<file path="src/rtl/acc_fmt_pkg.sv">
package acc_fmt_pkg;

  typedef enum logic [1:0] {
    FORM_FRAC = 2'b00,
    FORM_RAW  = 2'b01,
    FORM_SINT = 2'b10,
    FORM_UINT = 2'b11
  } rd_form_e;

  // Round-half-to-even increment decision
  function automatic logic tie_even_up(input logic above_half,
                                       input logic at_half,
                                       input logic quot_lsb);
    return above_half | (at_half & quot_lsb);
  endfunction

  // Signed limit pattern of a given width selected by sign
  function automatic logic [63:0] signed_limit(input logic neg, input int unsigned w);
    logic [63:0] lim;
    lim = (64'd1 << (w - 1));
    return neg ? lim : (lim - 64'd1);
  endfunction

endpackage

</file>
<file path="src/rtl/acc_frac_round.sv">
module acc_frac_round #(
  parameter int IN_W  = 48,
  parameter int SHIFT = 24,
  localparam int Q_W  = IN_W - SHIFT + 1
) (
  input  logic [IN_W-1:0] acc,
  input  logic            rnd_en,
  output logic [Q_W-1:0]  quot,
  output logic            rnd_inc
);
  import acc_fmt_pkg::*;

  localparam logic [SHIFT-1:0] HALF_PT = {1'b1, {(SHIFT-1){1'b0}}};

  logic [SHIFT-1:0] rem;
  logic             above, at_half;

  always_comb begin
    rem     = acc[SHIFT-1:0];
    above   = rem > HALF_PT;
    at_half = rem == HALF_PT;
    rnd_inc = rnd_en & tie_even_up(above, at_half, acc[SHIFT]);
    quot    = {acc[IN_W-1], acc[IN_W-1:SHIFT]} + {{(Q_W-1){1'b0}}, rnd_inc};
  end

endmodule

</file>
<file path="src/rtl/acc_sat_clamp.sv">
module acc_sat_clamp #(
  parameter int IN_W  = 41,
  parameter int OUT_N = 32
) (
  input  logic [IN_W-1:0]  val,
  input  logic             sat_en,
  output logic [OUT_N-1:0] y,
  output logic             ovf
);
  import acc_fmt_pkg::*;

  logic [IN_W-OUT_N:0] top_bits;
  logic [63:0]         lim;

  always_comb begin
    top_bits = val[IN_W-1:OUT_N-1];
    ovf      = ~((&top_bits) | ~(|top_bits));
    lim      = signed_limit(val[IN_W-1], OUT_N);
    y        = (sat_en && ovf) ? lim[OUT_N-1:0] : val[OUT_N-1:0];
  end

endmodule

</file>
<file path="src/rtl/acc_readout_fmt.sv">
module acc_readout_fmt #(
  parameter int ACC_W      = 48,
  parameter int RES_W      = 32,
  parameter int HALF_W     = 16,
  parameter int HALF_SPLIT = 24,
  parameter int FULL_SPLIT = 8
) (
  input  logic             clk,
  input  logic             rst_n,
  input  logic             rd_stb,
  input  logic [1:0]       rd_form,
  input  logic [ACC_W-1:0] acc_val,
  input  logic             mode_half,
  input  logic             mode_rnd,
  input  logic             mode_sat,
  output logic [RES_W-1:0] res,
  output logic             res_vld
);
  import acc_fmt_pkg::*;

  localparam int HQ_W = ACC_W - HALF_SPLIT + 1;
  localparam int FQ_W = ACC_W - FULL_SPLIT + 1;

  // Named internal events, observed by the bound checker
  logic [HQ_W-1:0]   half_q;
  logic [FQ_W-1:0]   full_q;
  logic              half_inc, full_inc;
  logic              half_ovf, full_ovf, sint_ovf, uint_ovf;
  logic [HALF_W-1:0] half_y;
  logic [RES_W-1:0]  full_y, sint_y, half_word, fmt_next;

  // 16-bit fractional path always rounds
  acc_frac_round #(.IN_W(ACC_W), .SHIFT(HALF_SPLIT)) u_rnd_half (
    .acc(acc_val), .rnd_en(1'b1), .quot(half_q), .rnd_inc(half_inc)
  );

  acc_frac_round #(.IN_W(ACC_W), .SHIFT(FULL_SPLIT)) u_rnd_full (
    .acc(acc_val), .rnd_en(mode_rnd), .quot(full_q), .rnd_inc(full_inc)
  );

  acc_sat_clamp #(.IN_W(HQ_W), .OUT_N(HALF_W)) u_clamp_half (
    .val(half_q), .sat_en(mode_sat), .y(half_y), .ovf(half_ovf)
  );

  acc_sat_clamp #(.IN_W(FQ_W), .OUT_N(RES_W)) u_clamp_full (
    .val(full_q), .sat_en(mode_sat), .y(full_y), .ovf(full_ovf)
  );

  // Signed integer read always clamps, independent of the mode bit
  acc_sat_clamp #(.IN_W(ACC_W), .OUT_N(RES_W)) u_clamp_sint (
    .val(acc_val), .sat_en(1'b1), .y(sint_y), .ovf(sint_ovf)
  );

  always_comb begin
    uint_ovf  = |acc_val[ACC_W-1:RES_W];
    half_word = {{(RES_W-HALF_W){1'b0}}, half_y};
    case (rd_form_e'(rd_form))
      FORM_RAW:  fmt_next = acc_val[RES_W-1:0];
      FORM_SINT: fmt_next = sint_y;
      FORM_UINT: fmt_next = uint_ovf ? {RES_W{1'b1}} : acc_val[RES_W-1:0];
      default:   fmt_next = mode_half ? half_word : full_y;
    endcase
  end

  always_ff @(posedge clk or negedge rst_n) begin
    if (!rst_n) begin
      res     <= '0;
      res_vld <= 1'b0;
    end else begin
      res_vld <= rd_stb;
      if (rd_stb) res <= fmt_next;
    end
  end

endmodule

</file>
<file path="config.mk">
export PLATFORM = sky130hd
export DESIGN_NAME = acc_readout_fmt
export DESIGN_NICKNAME = d
export VERILOG_FILES = /design/src/rtl/acc_fmt_pkg.sv /design/src/rtl/acc_frac_round.sv /design/src/rtl/acc_sat_clamp.sv /design/src/rtl/acc_readout_fmt.sv
export SDC_FILE = /design/constraint.sdc
export NUM_CORES = 1
export LEC_CHECK = 0
export ABC_CLOCK_PERIOD_IN_PS = 800
export CORE_ASPECT_RATIO = 1.4
export CORE_MARGIN = 4
export CORE_UTILIZATION = 50
export CTS_CLUSTER_DIAMETER = 200
export DETAILED_ROUTE_END_ITERATION = 6
export PLACE_DENSITY = 0.8
export SLEW_MARGIN = 20
export SYNTH_ARGS = -nofsm -noshare
export SYNTH_HDL_FRONTEND = slang
export SYNTH_SLANG_ARGS = --single-unit
</file>
<file path="constraint.sdc">
create_clock -name clk -period 0.8 [get_ports clk]
set_input_delay 0.16 -clock clk [delete_from_list [all_inputs] [get_ports clk]]
set_output_delay 0.16 -clock clk [all_outputs]
set_load 0.02 [all_outputs]
</file>
==> results.json, run 1 <==
{
  "outcome": "did not finish",
  "haltStage": "global routing",
  "error_line": "[ERROR GRT-0232] Routing congestion too high. Check the congestion heatmap in the GUI.",
  "ctsLongestPathBuffers": 2,
  "initial_core_util": 0.513,
  "dp.cells": 806,
  "num_rows": 37,
  "numCtsBuffers": 5,
  "syn_nets": 557,
  "chipHeight_um": 111,
  "cts_max_level": 2,
  "yosys_warnings": 0,
  "synth_edf_count": 0,
  "grt_max_degree": 34,
  "overflow": 30,
  "yosysTopAreaCell": "dfrtp_1",
  "cts_root_buf": "clkbuf_8",
  "synth_cell_types": 60,
  "io_buffers": 88,
  "worst-ep-kind": "register data pin",
  "syn_inst": 497,
  "io-pin-count": 89,
  "synth_top_area_frac": 0.220,
  "gp_congestion": 1.01,
  "crit_endpoint": "res[31]$_DFFE_PN0P_/D",
  "grt_usage": 0.687,
  "ys_ff_latch": 33,
  "synthArstFlopShare": 1.00,
  "synth_area_leaders": "dfrtp_1 (22%), nor2_1 (6.8%), xor2_1 (6.5%), o21ai_0 (6.1%), xnor2_1 (5.1%)",
  "fp.dieW_um": 81.2,
  "netlist_area_um2": 3750,
  "clock_sinks": 33,
  "dp_hpwl_um": 13300,
  "cts_hold_buf": 0,
  "yosysSeqAreaShare": 0.220,
  "synthFlopType": "dfrtp_1",
  "avgSynthCellArea_um2": 7.55
}
-- Yosys cell counts, types with 9 or more instances --
cell type and n:
a21oi_1 18, buf_2 19, clkbuf_1 24, dfrtp_1 33
inv_1 9, nand2_1 32, nand3_1 22, nand4_1 27
nor2_1 68, nor3_1 11, nor4_1 18, o21ai_0 46
o22a_1 17, o31ai_2 10, xnor2_1 22, xor2_1 28
-- cell families after synthesis --
group	Yosys count	share of synthesized area
and+or+nand+nor	211	0.296
AOI/OAI and AO/OA	137	0.270
buffers and inverters	57	0.0707
xor gates and xnor gates	50	0.117
DFF	33	0.220
muxes	5	0.0137
adders and majority gates	4	0.0133
-- per-layer routing --
metal,overflow,GRT usage
met1,0,0.691
met2,13,0.840
met3,0,0.534
met4,17,0.685
met5,0,0.0875
-- what timing repair did --
item / CTS
pin swaps: 39
resized for setup: 337
cloned: 1
setup buffers: 26
setup endpoints to repair: 66
-- through the flow --
stage | hold slack [ps] | area (um^2) | setup TNS [ps] | setup slack [ps]
4_1_cts | 248 | 6620 | -67480 | -1990
3_5_place_dp | 491 | 6000 | -95310 | -2800
3_3_place_gp | 483 | 6000 | -92120 | -2740
2_1_floorplan | -136 | 3910 | -57920 | -1860
==> run 2: changes to the inputs <==
- CORE_ASPECT_RATIO: 1.4 -> not set
- CORE_UTILIZATION: 50 -> 35
- CTS_CLUSTER_DIAMETER: 200 -> not set
- PLACE_DENSITY: 0.8 -> not set
- PLACE_DENSITY_LB_ADDON: not set -> 0.15
==> results.json, run 2 <==
{
  "outcome": "finished with violations",
  "violations": "setup timing",
  "io-pin-count": 89,
  "ctsLongestPathBuffers": 2,
  "grt_pass1_wl_um": 25500,
  "numCtsBuffers": 5,
  "reg.largest.list": "res: 32 flops, res_vld: 1 flops",
  "timing.clock.skew_ps": 0,
  "yosysSeqAreaShare": 0.220,
  "hold_path_class": "in2async",
  "rr_worst_depth": 3,
  "initial_core_util": 0.362,
  "netlist_area_um2": 3750,
  "n_antenna_cell": 0,
  "area_delta_synth_final_pct": 87.1,
  "rsz0062_at_grt": "yes",
  "clock_sinks": 33,
  "nNetsFinal": 790,
  "io_buffers": 88,
  "layout_common_cells": "buf_4 (165), nor2_1 (68), o21ai_0 (44), buf_6 (41), dfrtp_1 (33)",
  "setup_viol": 65,
  "syn_inst": 497,
  "grt_usage": 0.251,
  "report.final.slew_viol_count": 0,
  "post-route-period-util": 3.53,
  "final-hold-violation-count": 0,
  "rr_endpoint": "res[3]",
  "dr_total_vias": 4912,
  "multi_input_area_um2": 3350,
  "synth_edf_count": 0,
  "regArea_um2": 826,
  "fmax_ghz": 0.354,
  "synth_cell_types": 60,
  "dr_wl_met3_um": 892,
  "drtIter0Drc": 327,
  "drv_cap": 0,
  "tightest_slew_ps": 824,
  "ir_drop_v": 0.00132,
  "final_common_cell": "buf_4",
  "gp_congestion": 0.924,
  "highest_layer": "met4",
  "synth_most_common_cell": "nor2_1",
  "postRouteAntennaNets": 0,
  "cts_tree": "yes",
  "drive_above_1_share": 0.461,
  "coreArea_um2": 10400,
  "start_kind": "input port",
  "synthTopCellsByCount": "nor2_1 (68), o21ai_0 (46), dfrtp_1 (33), nand2_1 (32), xor2_1 (28)",
  "required_ps": 1000,
  "cts_max_level": 2,
  "critPathKind": "in2reg",
  "ys_ff_latch": 33,
  "dp_hpwl_um": 12100,
  "synth_top_area_frac": 0.220,
  "drc": 0,
  "avgSynthCellArea_um2": 7.55,
  "synthArstFlopShare": 1.00,
  "largest_reg_flops": 32,
  "r2r_start": "res[3]",
  "m1WireLength_um": 7090,
  "grt_max_degree": 34,
  "cts_root_buf": "clkbuf_8",
  "p_leak_nw": 2.85,
  "firstDrtPassIters": 7,
  "chipHeight_um": 112,
  "routedWlPerCell_um": 19.1,
  "timing.final.ws_setup_ps": -2020,
  "power_density_nw_per_um2": 1050,
  "yosysTopAreaCell": "dfrtp_1",
  "worstSkewPairLatency_ps": 290,
  "wl_met2_um": 8060,
  "clkSlewWorstSetupHoldPaths_ps": 80,
  "finalCriticalPeriod_ps": 2820,
  "worstPathMaxFanout": 8,
  "finalWirelength_um": 16600,
  "worstPathArrival_ps": 3030,
  "slew_headroom": 0.449,
  "grt_pass1_vias": 4857,
  "num_rows": 37,
  "synthFlopType": "dfrtp_1",
  "yosys_warnings": 0,
  "fp.dieW_um": 112,
  "overflow": 0,
  "synth_area_leaders": "dfrtp_1 (22%), nor2_1 (6.8%), xor2_1 (6.5%), o21ai_0 (6.1%), xnor2_1 (5.1%)",
  "cts_hold_buf": 0,
  "syn_nets": 557,
  "reg2reg_setup_slack_ps": -310,
  "via_per_inst": 5.67,
  "dieArea_um2": 12400,
  "max_flop_register": "res",
  "final_util": 0.677,
  "antenna_found_initial": 0,
  "finalPower_w": 0.00736,
  "nFillCells": 831,
  "critPathCaptureType": "register"
}
-- run 2: repair_timing --
action,4_1_cts,5_1_grt
endpoints found under the hold margin,0,0
pin swaps,48,31
buffers inserted,27,16
setup endpoints to repair,66,65
resized for setup,355,54
cloned,2,0
-- run 2: critical path, stage by stage --
cell and delay, ps:
buf_8 100, nor4_4 290, buf_4 160, nand4_1 110, o21a_1 230, ha_4 190, buf_6 120, nand4_1 130
nor4_4 80, xnor2_1 240, nand2b_4 200, o31ai_4 80, buf_6 130, o21ai_4 320, buf_6 160, o22ai_4 60
o31ai_4 250
-- run 2: worst max path at each step --
stage	from	end	slack (ps)
finish	acc_val[13]	res[8]	-2020
global route	acc_val[13]	res[8]	-2130
CTS	acc_val[4]	res[8]	-2050
detailed placement	acc_val[12]	res[5]	-2800
global placement	acc_val[8]	res[2]	-2740
floorplan	acc_val[1]	res[2]	-1860
-- run 2: area by class of cell --
cell class / count / share of cell area
tap: 136 / 0.0242
clock inverter: 1 / 0.00428
inverter: 9 / 0.00481
multi-input combinational: 408 / 0.477
sequential: 33 / 0.118
clock buffer: 7 / 0.0123
timing repair buffer: 273 / 0.360
-- run 2: per-layer routing --
metal / vias to the layer above / global-route usage
met5: - / 0
met4: 0 / 0.0754
met3: 47 / 0.0462
met2: 189 / 0.426
met1: 2376 / 0.324
li1: 2300 / -
-- run 2: stage by stage --
stage               setup slack [ps]  std cells  TNS (ps)  hold slack, ps  area [um^2]
global route                   -2130        867    -71500             262         7020
floorplan                      -1860        497    -57920            -136         3910
global placement               -2740        819    -95700             490         5920
CTS                            -2050        852    -69480             258         6640
finish                         -2020        867    -67070             247         7020
detailed placement             -2800        819    -96410             491         5920
-- run 2: cells by family (layout without fill, tap and decap cells) --
logic type               count (synthesis)  in the layout  share of synthesized area
AO/OA/AOI/OAI                          137            138                      0.270
adder cells (fa/ha/maj)                  4              4                     0.0133
XOR/XNOR                                50             50                      0.117
AND/OR/NAND/NOR                        211            211                      0.296
flip-flops                              33             33                      0.220
multiplexers                             5              5                     0.0137
buffers and inverters                   57            290                     0.0707
-- run 2: where the power goes --
part / switching, W / leakage (nW) / internal [W]
registers: 0.000154 / 0.361 / 0.00187
clock network: 0.000655 / 0.0585 / 0.00102
logic: 0.00177 / 2.43 / 0.00189
total: 0.00258 / 2.85 / 0.00478
Power figures use the tool's default switching activity.
